--- src/rtl/circ_agu_pkg.sv ---
package circ_agu_pkg;

  // access mode codes seen on acc_mode
  typedef enum logic [2:0] {
    MD_INDIRECT = 3'd0,
    MD_INDEXED  = 3'd1,
    MD_POSTINC  = 3'd2,
    MD_PREDEC   = 3'd3,
    MD_RING     = 3'd4
  } acc_mode_e;

  // configuration field codes seen on cfg_field
  typedef enum logic [1:0] {
    FLD_PTR    = 2'd0,
    FLD_BASE   = 2'd1,
    FLD_LIMIT  = 2'd2,
    FLD_STRIDE = 2'd3
  } cfg_field_e;

endpackage

--- src/rtl/circ_agu_step.sv ---
// Combinational address and next-pointer computation for one context.
module circ_agu_step
  import circ_agu_pkg::*;
#(
  parameter int AW = 16
) (
  input  logic [2:0]    mode,
  input  logic [AW-1:0] cur,
  input  logic [AW-1:0] base,
  input  logic [AW-1:0] limit,
  input  logic [AW-1:0] stride,
  input  logic [AW-1:0] offset,
  output logic [AW-1:0] eff_addr,
  output logic [AW-1:0] nxt_ptr
);

  localparam logic [AW-1:0] ONE = AW'(1);

  logic [AW-1:0] dec_val;
  logic          at_limit;

  assign dec_val  = cur - ONE;
  assign at_limit = (cur == limit);

  always_comb begin
    eff_addr = cur;
    nxt_ptr  = cur;
    case (mode)
      MD_INDEXED: begin
        eff_addr = cur + offset;
      end
      MD_POSTINC: begin
        nxt_ptr = cur + ONE;
      end
      MD_PREDEC: begin
        eff_addr = dec_val;
        nxt_ptr  = dec_val;
      end
      MD_RING: begin
        nxt_ptr = at_limit ? base : (cur + stride);
      end
      default: begin
        eff_addr = cur;
        nxt_ptr  = cur;
      end
    endcase
  end

endmodule

--- src/rtl/circ_agu_ctx.sv ---
// One pointer context: pointer, ring base, ring limit and stride registers.
module circ_agu_ctx
  import circ_agu_pkg::*;
#(
  parameter int AW = 16
) (
  input  logic          clk,
  input  logic          rst_n,
  input  logic          wr_en,
  input  logic [1:0]    wr_field,
  input  logic [AW-1:0] wr_data,
  input  logic          upd_en,
  input  logic [AW-1:0] upd_val,
  output logic [AW-1:0] ptr_q,
  output logic [AW-1:0] base_q,
  output logic [AW-1:0] limit_q,
  output logic [AW-1:0] stride_q
);

  logic          ptr_wr, base_wr, limit_wr, stride_wr;
  logic          ptr_ce;
  logic [AW-1:0] ptr_d, base_d, limit_d, stride_d;

  assign ptr_wr    = wr_en && (wr_field == FLD_PTR);
  assign base_wr   = wr_en && (wr_field == FLD_BASE);
  assign limit_wr  = wr_en && (wr_field == FLD_LIMIT);
  assign stride_wr = wr_en && (wr_field == FLD_STRIDE);
  assign ptr_ce    = ptr_wr || upd_en;

  // next-state: a software write outranks the step
  always_comb begin
    ptr_d    = ptr_q;
    base_d   = base_q;
    limit_d  = limit_q;
    stride_d = stride_q;
    if (ptr_wr)         ptr_d = wr_data;
    else if (upd_en)    ptr_d = upd_val;
    if (base_wr)        base_d = wr_data;
    if (limit_wr)       limit_d = wr_data;
    if (stride_wr)      stride_d = wr_data;
  end

  always_ff @(posedge clk or negedge rst_n) begin
    if (!rst_n) begin
      ptr_q <= '0;
    end else if (ptr_ce) begin
      ptr_q <= ptr_d;
    end
  end

  always_ff @(posedge clk or negedge rst_n) begin
    if (!rst_n) begin
      base_q <= '0;
    end else if (base_wr) begin
      base_q <= base_d;
    end
  end

  always_ff @(posedge clk or negedge rst_n) begin
    if (!rst_n) begin
      limit_q <= '0;
    end else if (limit_wr) begin
      limit_q <= limit_d;
    end
  end

  always_ff @(posedge clk or negedge rst_n) begin
    if (!rst_n) begin
      stride_q <= '0;
    end else if (stride_wr) begin
      stride_q <= stride_d;
    end
  end

  // a pointer write is loaded even when a step arrives with it
  p_write_wins_r8: assert property (@(posedge clk) disable iff (!rst_n)
    ptr_wr |=> (ptr_q == $past(wr_data)));

  // no write and no step keeps the pointer
  p_hold_r7: assert property (@(posedge clk) disable iff (!rst_n)
    (!ptr_wr && !upd_en) |=> $stable(ptr_q));

  // config fields other than the pointer leave the ring set otherwise stable
  p_cfg_quiet_r10: assert property (@(posedge clk) disable iff (!rst_n)
    !wr_en |=> ($stable(base_q) && $stable(limit_q) && $stable(stride_q)));

endmodule

--- src/rtl/circ_agu.sv ---
module circ_agu
  import circ_agu_pkg::*;
#(
  parameter int AW   = 16,
  parameter int NPTR = 2
) (
  input  logic                                  clk,
  input  logic                                  rst_n,
  input  logic                                  cfg_we,
  input  logic [1:0]                            cfg_field,
  input  logic [((NPTR > 1) ? $clog2(NPTR) : 1)-1:0] cfg_ptr,
  input  logic [AW-1:0]                         cfg_data,
  input  logic                                  step_en,
  input  logic [((NPTR > 1) ? $clog2(NPTR) : 1)-1:0] ptr_sel,
  input  logic [2:0]                            acc_mode,
  input  logic [AW-1:0]                         index_off,
  output logic [AW-1:0]                         mem_addr
);

  localparam int PW = (NPTR > 1) ? $clog2(NPTR) : 1;

  // reset: asserted asynchronously, released on the clock
  logic rst_meta, rst_n_s;
  always_ff @(posedge clk or negedge rst_n) begin
    if (!rst_n) begin
      rst_meta <= 1'b0;
      rst_n_s  <= 1'b0;
    end else begin
      rst_meta <= 1'b1;
      rst_n_s  <= rst_meta;
    end
  end

  logic [AW-1:0] ptr_a    [NPTR];
  logic [AW-1:0] base_a   [NPTR];
  logic [AW-1:0] limit_a  [NPTR];
  logic [AW-1:0] stride_a [NPTR];

  logic [AW-1:0] sel_ptr, sel_base, sel_limit, sel_stride;
  logic [AW-1:0] nxt_ptr;

  always_comb begin
    sel_ptr    = '0;
    sel_base   = '0;
    sel_limit  = '0;
    sel_stride = '0;
    for (int k = 0; k < NPTR; k++) begin
      if (ptr_sel == PW'(k)) begin
        sel_ptr    = ptr_a[k];
        sel_base   = base_a[k];
        sel_limit  = limit_a[k];
        sel_stride = stride_a[k];
      end
    end
  end

  circ_agu_step #(.AW(AW)) u_step (
    .mode     (acc_mode),
    .cur      (sel_ptr),
    .base     (sel_base),
    .limit    (sel_limit),
    .stride   (sel_stride),
    .offset   (index_off),
    .eff_addr (mem_addr),
    .nxt_ptr  (nxt_ptr)
  );

  for (genvar g = 0; g < NPTR; g++) begin : g_ctx
    logic wr_hit, upd_hit;
    assign wr_hit  = cfg_we  && (cfg_ptr == PW'(g));
    assign upd_hit = step_en && (ptr_sel == PW'(g));

    circ_agu_ctx #(.AW(AW)) u_ctx (
      .clk      (clk),
      .rst_n    (rst_n_s),
      .wr_en    (wr_hit),
      .wr_field (cfg_field),
      .wr_data  (cfg_data),
      .upd_en   (upd_hit),
      .upd_val  (nxt_ptr),
      .ptr_q    (ptr_a[g]),
      .base_q   (base_a[g]),
      .limit_q  (limit_a[g]),
      .stride_q (stride_a[g])
    );
  end

  // step on the selected context without a competing pointer write
  logic clean_step;
  assign clean_step = step_en &&
                      !(cfg_we && (cfg_field == FLD_PTR) && (cfg_ptr == ptr_sel));

  // post-increment advances by one
  p_postinc_r4: assert property (@(posedge clk) disable iff (!rst_n_s)
    (clean_step && acc_mode == MD_POSTINC) |=>
      (ptr_a[$past(ptr_sel)] == $past(sel_ptr) + AW'(1)));

  // pre-decrement stores the address it presented
  p_predec_r5: assert property (@(posedge clk) disable iff (!rst_n_s)
    (clean_step && acc_mode == MD_PREDEC) |=>
      (ptr_a[$past(ptr_sel)] == $past(mem_addr)));

  // a pointer on the limit reloads the base
  p_ring_wrap_r6: assert property (@(posedge clk) disable iff (!rst_n_s)
    (clean_step && acc_mode == MD_RING && sel_ptr == sel_limit) |=>
      (ptr_a[$past(ptr_sel)] == $past(sel_base)));

  // non-moving modes keep the pointer
  p_static_modes_r11: assert property (@(posedge clk) disable iff (!rst_n_s)
    (clean_step && (acc_mode == MD_INDIRECT || acc_mode == MD_INDEXED ||
                    acc_mode > MD_RING)) |=> $stable(ptr_a[$past(ptr_sel)]));

endmodule

--- config.mk ---
export PLATFORM = sky130hd
export DESIGN_NAME = circ_agu
export DESIGN_NICKNAME = d
export VERILOG_FILES = /design/src/rtl/circ_agu_pkg.sv /design/src/rtl/circ_agu_step.sv /design/src/rtl/circ_agu_ctx.sv /design/src/rtl/circ_agu.sv
export SDC_FILE = /design/constraint.sdc
export NUM_CORES = 1
export LEC_CHECK = 0
export BUFFER_PORTS_ARGS = -buffer_cell sky130_fd_sc_hd__buf_2
export CORE_ASPECT_RATIO = 1.1
export CORE_MARGIN = 2
export CORE_UTILIZATION = 45
export DETAILED_ROUTE_END_ITERATION = 10
export PLACE_DENSITY_LB_ADDON = 0.15
export SETUP_SLACK_MARGIN = 0.4
export SKIP_CTS_REPAIR_TIMING = 1
export SLEW_MARGIN = 40
export SYNTH_ARGS = -nofsm -noshare
export SYNTH_HDL_FRONTEND = slang
export SYNTH_SLANG_ARGS = --single-unit
--- constraint.sdc ---
create_clock -name clk -period 11.1 [get_ports clk]
set_clock_uncertainty 0.15 [all_clocks]
set_input_delay 1.11 -clock clk [delete_from_list [all_inputs] [get_ports clk]]
set_output_delay 1.11 -clock clk [all_outputs]
set_load 0.01 [all_outputs]
# ---- Word level (Yosys, flattened, before mapping)
# Index checks and enable logic that the tools add are counted.
dict set report word_totals {
  mem_count 0
  register_bits 130
  in_bits 43
  rom_bits 0
  output_inout_bits 16
  latch_bits 0
  ramBits 0
}
dict set report classes {
  n_shift 0
  n_reduce_logical 19
  bitwise_logic 2
  div_mod_pow 0
  n_lt_le_gt_ge 0
  n_addsub 4
  eq_ne 8
  muxes 11
  n_mul 0
}
# cell n
set op_table {}
lappend op_table {{$mux W16} 9}
lappend op_table {{$pmux W16 S3} 1}
lappend op_table {{$add A16 B16 Y16} 2}
lappend op_table {{$pmux W16 S2} 1}
lappend op_table {{$add A16 B1 Y16 const B} 1}
lappend op_table {{$eq A16 B16 Y1} 1}
lappend op_table {{$sub A16 B1 Y16 const B} 1}
lappend op_table {{$logic_and A1 B1 Y1} 12}
lappend op_table {{$eq A3 B2 Y1 const B} 2}
lappend op_table {{$eq A2 B2 Y1 const B} 2}
lappend op_table {{$reduce_and A2 Y1} 2}
lappend op_table {{$reduce_bool A2 Y1} 2}
lappend op_table {{$eq A3 B1 Y1 const B} 1}
lappend op_table {{$eq A3 B3 Y1 const B} 1}
lappend op_table {{$eq A2 B1 Y1 const B} 1}
lappend op_table {{$logic_not A2 Y1} 1}
lappend op_table {{$logic_or A1 B1 Y1} 2}
lappend op_table {{$not A1 Y1} 2}

# ---- Depth between registers and ports, before layout
dict set report depth {
  depth_word 6
  ltp_mapped 18
}

# ---- Cells and area by module
# A second synthesis with hierarchy kept.
dict set report hier_totals {
  cells_unflattened 868
  area_unflattened_um2 9322.7
}
# module cells_each n_inst area_each_um2 seq_area_each_um2
set by_module_without_submodules {}
lappend by_module_without_submodules {circ_agu_ctx 155 2 2608.8 1601.5}
lappend by_module_without_submodules {circ_agu_step 480 1 3096.7 0.0}
lappend by_module_without_submodules {circ_agu 78 1 1008.5 50.0}

# ---- Least setup slack after synthesis
# No wires, ideal clock.
dict set report synth_path {
  kind {input-to-output}
  from {input port ptr_sel}
  to {output port mem_addr[12]}
  cell_stages 18
  slack_ps 5150
  arrival_time_ps 4690
  required_time_ps 9840
  cell_sequence {buf_6 buf_6 buf_4 buf_2 buf_2 mux2i_1 inv_1 ha_1 inv_1 fa_1 nor2b_1 o21ai_0 nand2b_1 a311o_1 and3_1 o31ai_1 mux2_2 a211oi_1}
}
dict set report synth_via {
  elab_chain_cells 3
}
# item line_no
set synth_lines {}
lappend synth_lines {{start: declaration} circ_agu.sv:14} ;# input logic [((NPTR > 1) ? $clog2(NPTR) : 1)-1:0] ptr_sel,
lappend synth_lines {{$mux W16 *} circ_agu.sv:48} ;# if (ptr_sel == PW'(k)) begin
lappend synth_lines {{$sub A16 B1 Y16 or $add A16 B16 Y16 (tied branches)} {circ_agu_step.sv:22, circ_agu_step.sv:30}}
lappend synth_lines {{$pmux W16 S2 *} circ_agu_step.sv:28} ;# case (mode)
lappend synth_lines {{end: declaration} circ_agu.sv:17} ;# output logic [AW-1:0] mem_addr
# Every way passes the cells marked *; elsewhere a longest branch is shown, timed or not.

# ---- Final worst setup path
dict set report layout_path {
  from {input port ptr_sel}
  to {output port mem_addr[15]}
}
# The elaborated chain is that of the path after synthesis.

==> summary by stage <==
Critical path
The worst setup path is captured at an output pin. STA puts the critical path data required time at 9.84 ns. The worst setup path is of the input port to output pin kind. The highest fanout seen on the critical path is 50. For this design, the slowest cell found on the critical path is o41ai_1. The worst path arrival time is roughly 5.3 ns. For this run, the slowest stage of the critical path takes 0.63 ns. STA classifies the critical path startpoint as an input port. Walking the worst path, the cells encountered are buf_4, mux2i_1, inv_1, ha_1, a211oi_1, o21ai_0, a41o_1, o41ai_1, o21ai_0, mux2i_1, nand3_1, xnor2_1, buf_2.

Global route
The number of antenna violations at the first check in global routing is 0. The first global-routing pass estimated roughly 44,000 um of wire. Entering global routing, the biggest net connects 51 pins. In the global route stage, overall resource usage came out at 0.2621.

The via count of the first global-routing pass is ~7,600. The global-route congestion overflow total is 0.

Place
The HPWL reported at the end of detailed placement is between 15,000 and 20,000 um. The worst setup timing slack at the placement stage is between 4 and 5 ns. At the end of routability-driven placement, the weighted congestion stood at between 0.9 and 1.

Once placement finished, the instance area stood at between 0.009 and 0.01 sq mm. The count of port buffers added during placement is slightly below 60.

Synth
After synthesis, the largest family of logic cells by area is multiplexers. The most common flop cell mapped by yosys is dfrtp_1. The number of warnings reported in the yosys synthesis log is 0. The synthesized net count is between 1,000 and 1,500. The number of different library cells used by synthesis comes to 74. After technology mapping, the gate count stands at about 940. A synthesized cell averages between 9 and 10 sq um.

The number of synthesized flops with an enable pin is 0. Of the total synthesized cell area, the portion taken by XOR and XNOR cells is 0.05335. The sequential area share after synthesis is 0.3603. Of all flip-flops after synthesis, the portion carrying an async set or reset was 1.000.

The adder-cell area share of the yosys netlist is 0.04877. The complex-gate fraction of the synthesized area is 0.1598. After synthesis the netlist holds a flip-flop and latch count of 130.

The simple-gate share of the synthesized area is 0.1480. Measured against the total synthesized area, the mux share comes to 0.1979. The netlist area before placement is 0.009030 sq mm.

Cells and area
Measured on the finished design, the core utilization comes to 0.5195. The area growth from synthesis to layout is 13.50%. Of the cells placed in the final design, the portion with a size suffix greater than 1 is 0.2520. The finished cells cover about 0.010 sq mm.

The number of antenna repair diodes is 0. The net count of the finished layout is 1,060. The number of fill cells in the layout is 1,847.

STA
The final period utilization is 0.5864. The worst path meets setup with between 4 and 5 ns of slack. Setup total negative slack on the finished layout was measured at 0 ns.

Setup violations remaining at the end of the flow were counted as 0. The worst slew margin relative to its limit is 0.4788. For the pin with the worst max-slew slack, the measured transition is around 0.76 ns. The smallest clock period supported by the final layout is computed as ~6.5 ns. The hold violation count in the final report is 0. The highest achievable clock rate is roughly 150 MHz.

Setup repair after global routing left no endpoint under its margin. The final max-slew violation count came to 0.

Drt
The final wirelength is about 27,000 um. The initial detailed-routing violation count is around 740. Using the TritonRoute via totals, the vias-per-cell ratio works out to approximately 6.2. In the final routed layout, each cell accounts on average for 21.99 um. The number of nets with antenna violations after detailed routing is 0. The routed layout has 7,738 vias. After detailed routing, the number of remaining DRC violations is 0. The first detailed-routing pass took 8 iterations.

Floorplanning
The width of the chip is 139.1 um. The number of top-level pins is 59. The vertical die dimension is 152.6 um.

The number of rows in the core area is 54. The floorplan core area is 0.01973 sq mm. The effective utilization at floorplan is 0.4577. The die footprint is between 0.02 and 0.025 sq mm.

Clock tree
The clock passes through at most 2 buffers. In this run, CTS created clock tree buffers numbering 17. The root buffer cell chosen for the clock tree is clkbuf_16. The clock reaches the later pin of the worst-skew pair after 0.43 ns.

CTS saw 130 sinks. The clock tree synthesis step divided the H-tree into 4 levels. TritonCTS built the clock tree. The clock transition at the registers of the reported paths is approximately 0.06 ns.

Run status
The run finished with clean final reports.

Job
The number of maximum-capacitance violations is 0.

Power
Across the VDD grid, the largest voltage drop is between 100 and 150 uV. The power density over the cells is 212.9 mW/mm^2. The leakage power of the design is 0.004325 uW.

Hold path
The path category of the worst min-delay check is flop to asynchronous set/reset pin.
-- per-layer routing --
metal | vias up | track usage | share of wire
li1 | 3577 | - | -
met3 | 52 | 0.03928 | 0.063
met4 | 0 | 0.08514 | 0.023
met2 | 323 | 0.4197 | 0.46
met1 | 3786 | 0.3666 | 0.45
met5 | - | 0 | 0
-- layout by cell type, fill, tap and decap left out, types with 6 or more instances in the layout --
| master | n |
|---|---|
| a211oi_1 | 6 |
| a21o_1 | 11 |
| a21oi_1 | 48 |
| a221oi_1 | 6 |
| a31oi_1 | 7 |
| and3_1 | 15 |
| buf_2 | 57 |
| buf_4 | 16 |
| bufinv_16 | 6 |
| clkbuf_16 | 17 |
| dfrtp_1 | 129 |
| ha_1 | 32 |
| inv_1 | 18 |
| mux2_2 | 123 |
| mux2i_1 | 36 |
| nand2_1 | 69 |
| nand2b_1 | 6 |
| nand3_1 | 25 |
| nand3b_1 | 7 |
| nand4_1 | 9 |
| nor2_1 | 54 |
| nor3_1 | 23 |
| o211ai_1 | 6 |
| o21ai_0 | 81 |
| o221ai_1 | 6 |
| o22ai_1 | 8 |
| o31ai_1 | 7 |
| or3_1 | 13 |
| xnor2_1 | 33 |
| xor2_1 | 22 |
-- power by group --
| part | total, uW | internal (uW) | switching (uW) |
|---|---|---|---|
| Combinational | 854 | 376 | 479 |
| Clock | 648 | 424 | 224 |
| Sequential | 679 | 583 | 96.4 |
-- cells in the mapped netlist (22+ instances only) --
master / n / area (sq um)
o21ai_0: 81 / 405.4
clkbuf_1: 31 / 116.4
xnor2_1: 33 / 289.0
a21oi_1: 48 / 240.2
ha_1: 32 / 400.4
nor2_1: 54 / 202.7
nor3_1: 24 / 120.1
dfrtp_1: 130 / 3253
xor2_1: 22 / 192.7
mux2_2: 123 / 1385
nand3_1: 25 / 125.1
mux2i_1: 36 / 360.4
nand2_1: 69 / 259.0
-- sequential cells by signal (all words and copies together) (netlist names) --
register              cells
rst_n_s                   1
g_ctx.u_ctx.limit_q      32
rst_meta                  1
g_ctx.u_ctx.stride_q     32
g_ctx.u_ctx.base_q       32
g_ctx.u_ctx.ptr_q        32
-- final timing paths --
| check | slack (ns) | start | endpoint | cells after the start |
|---|---|---|---|---|
| max in group asynchronous | 9.65 | rst_n_s | g_ctx[0].u_ctx.limit_q[14] | 1 |
| worst min-delay path | 0.13 | rst_n_s | g_ctx[0].u_ctx.base_q[12] | 0 |
| worst min register to register | 0.13 | rst_n_s | g_ctx[0].u_ctx.base_q[12] | 0 |
| worst max-delay path | 4.59 | ptr_sel | mem_addr[15] | 13 |
| min in group clk | 0.20 | rst_meta | rst_n_s | 0 |
| worst max register to register | 6.87 | g_ctx[1].u_ctx.ptr_q[0] | g_ctx[0].u_ctx.ptr_q[14] | 12 |
-- metrics by stage --
step                      hold slack, ns  power [uW]  instances
after floorplan                   0.1812        1283        937
after global placement            0.1539        1516       1216
after detailed placement          0.1527        1522       1216
after CTS                         0.1576        2179       1248
after global routing              0.1683        2313       1248
final                             0.1258        2182       1248
-- cells by family after synthesis --
| group | Yosys count |
|---|---|
| adder cells (fa/ha/maj) | 34 |
| buffers and inverters | 66 |
| multiplexers | 162 |
| XOR/XNOR | 55 |
| flip-flops | 130 |
| AO/OA/AOI/OAI | 228 |
| AND/OR/NAND/NOR | 261 |
| other | 1 |
-- worst max-delay path: cells and delay by family --
| kind | cells | cell delay (ns) |
|---|---|---|
| compound gates | 5 | 1.77 |
| xor+xnor | 1 | 0.15 |
| fa+ha+maj | 1 | 0.34 |
| buf+inv | 3 | 0.90 |
| mux | 2 | 0.80 |
| simple gates | 1 | 0.10 |
-- final cells by class --
class | count | area (sq um) | share of cell area
Clock buffer | 17 | 425.4 | 0.04151
Clock inverter | 15 | 252.7 | 0.02466
Inverter | 20 | 75.07 | 0.007325
Sequential cell | 130 | 3257 | 0.3178
Multi-Input combinational cell | 741 | 5518 | 0.5384
Tap cell | 252 | 315.3 | 0.03077
Timing Repair Buffer | 73 | 405.4 | 0.03956
No activity file was read; power rests on OpenSTA's default activity.
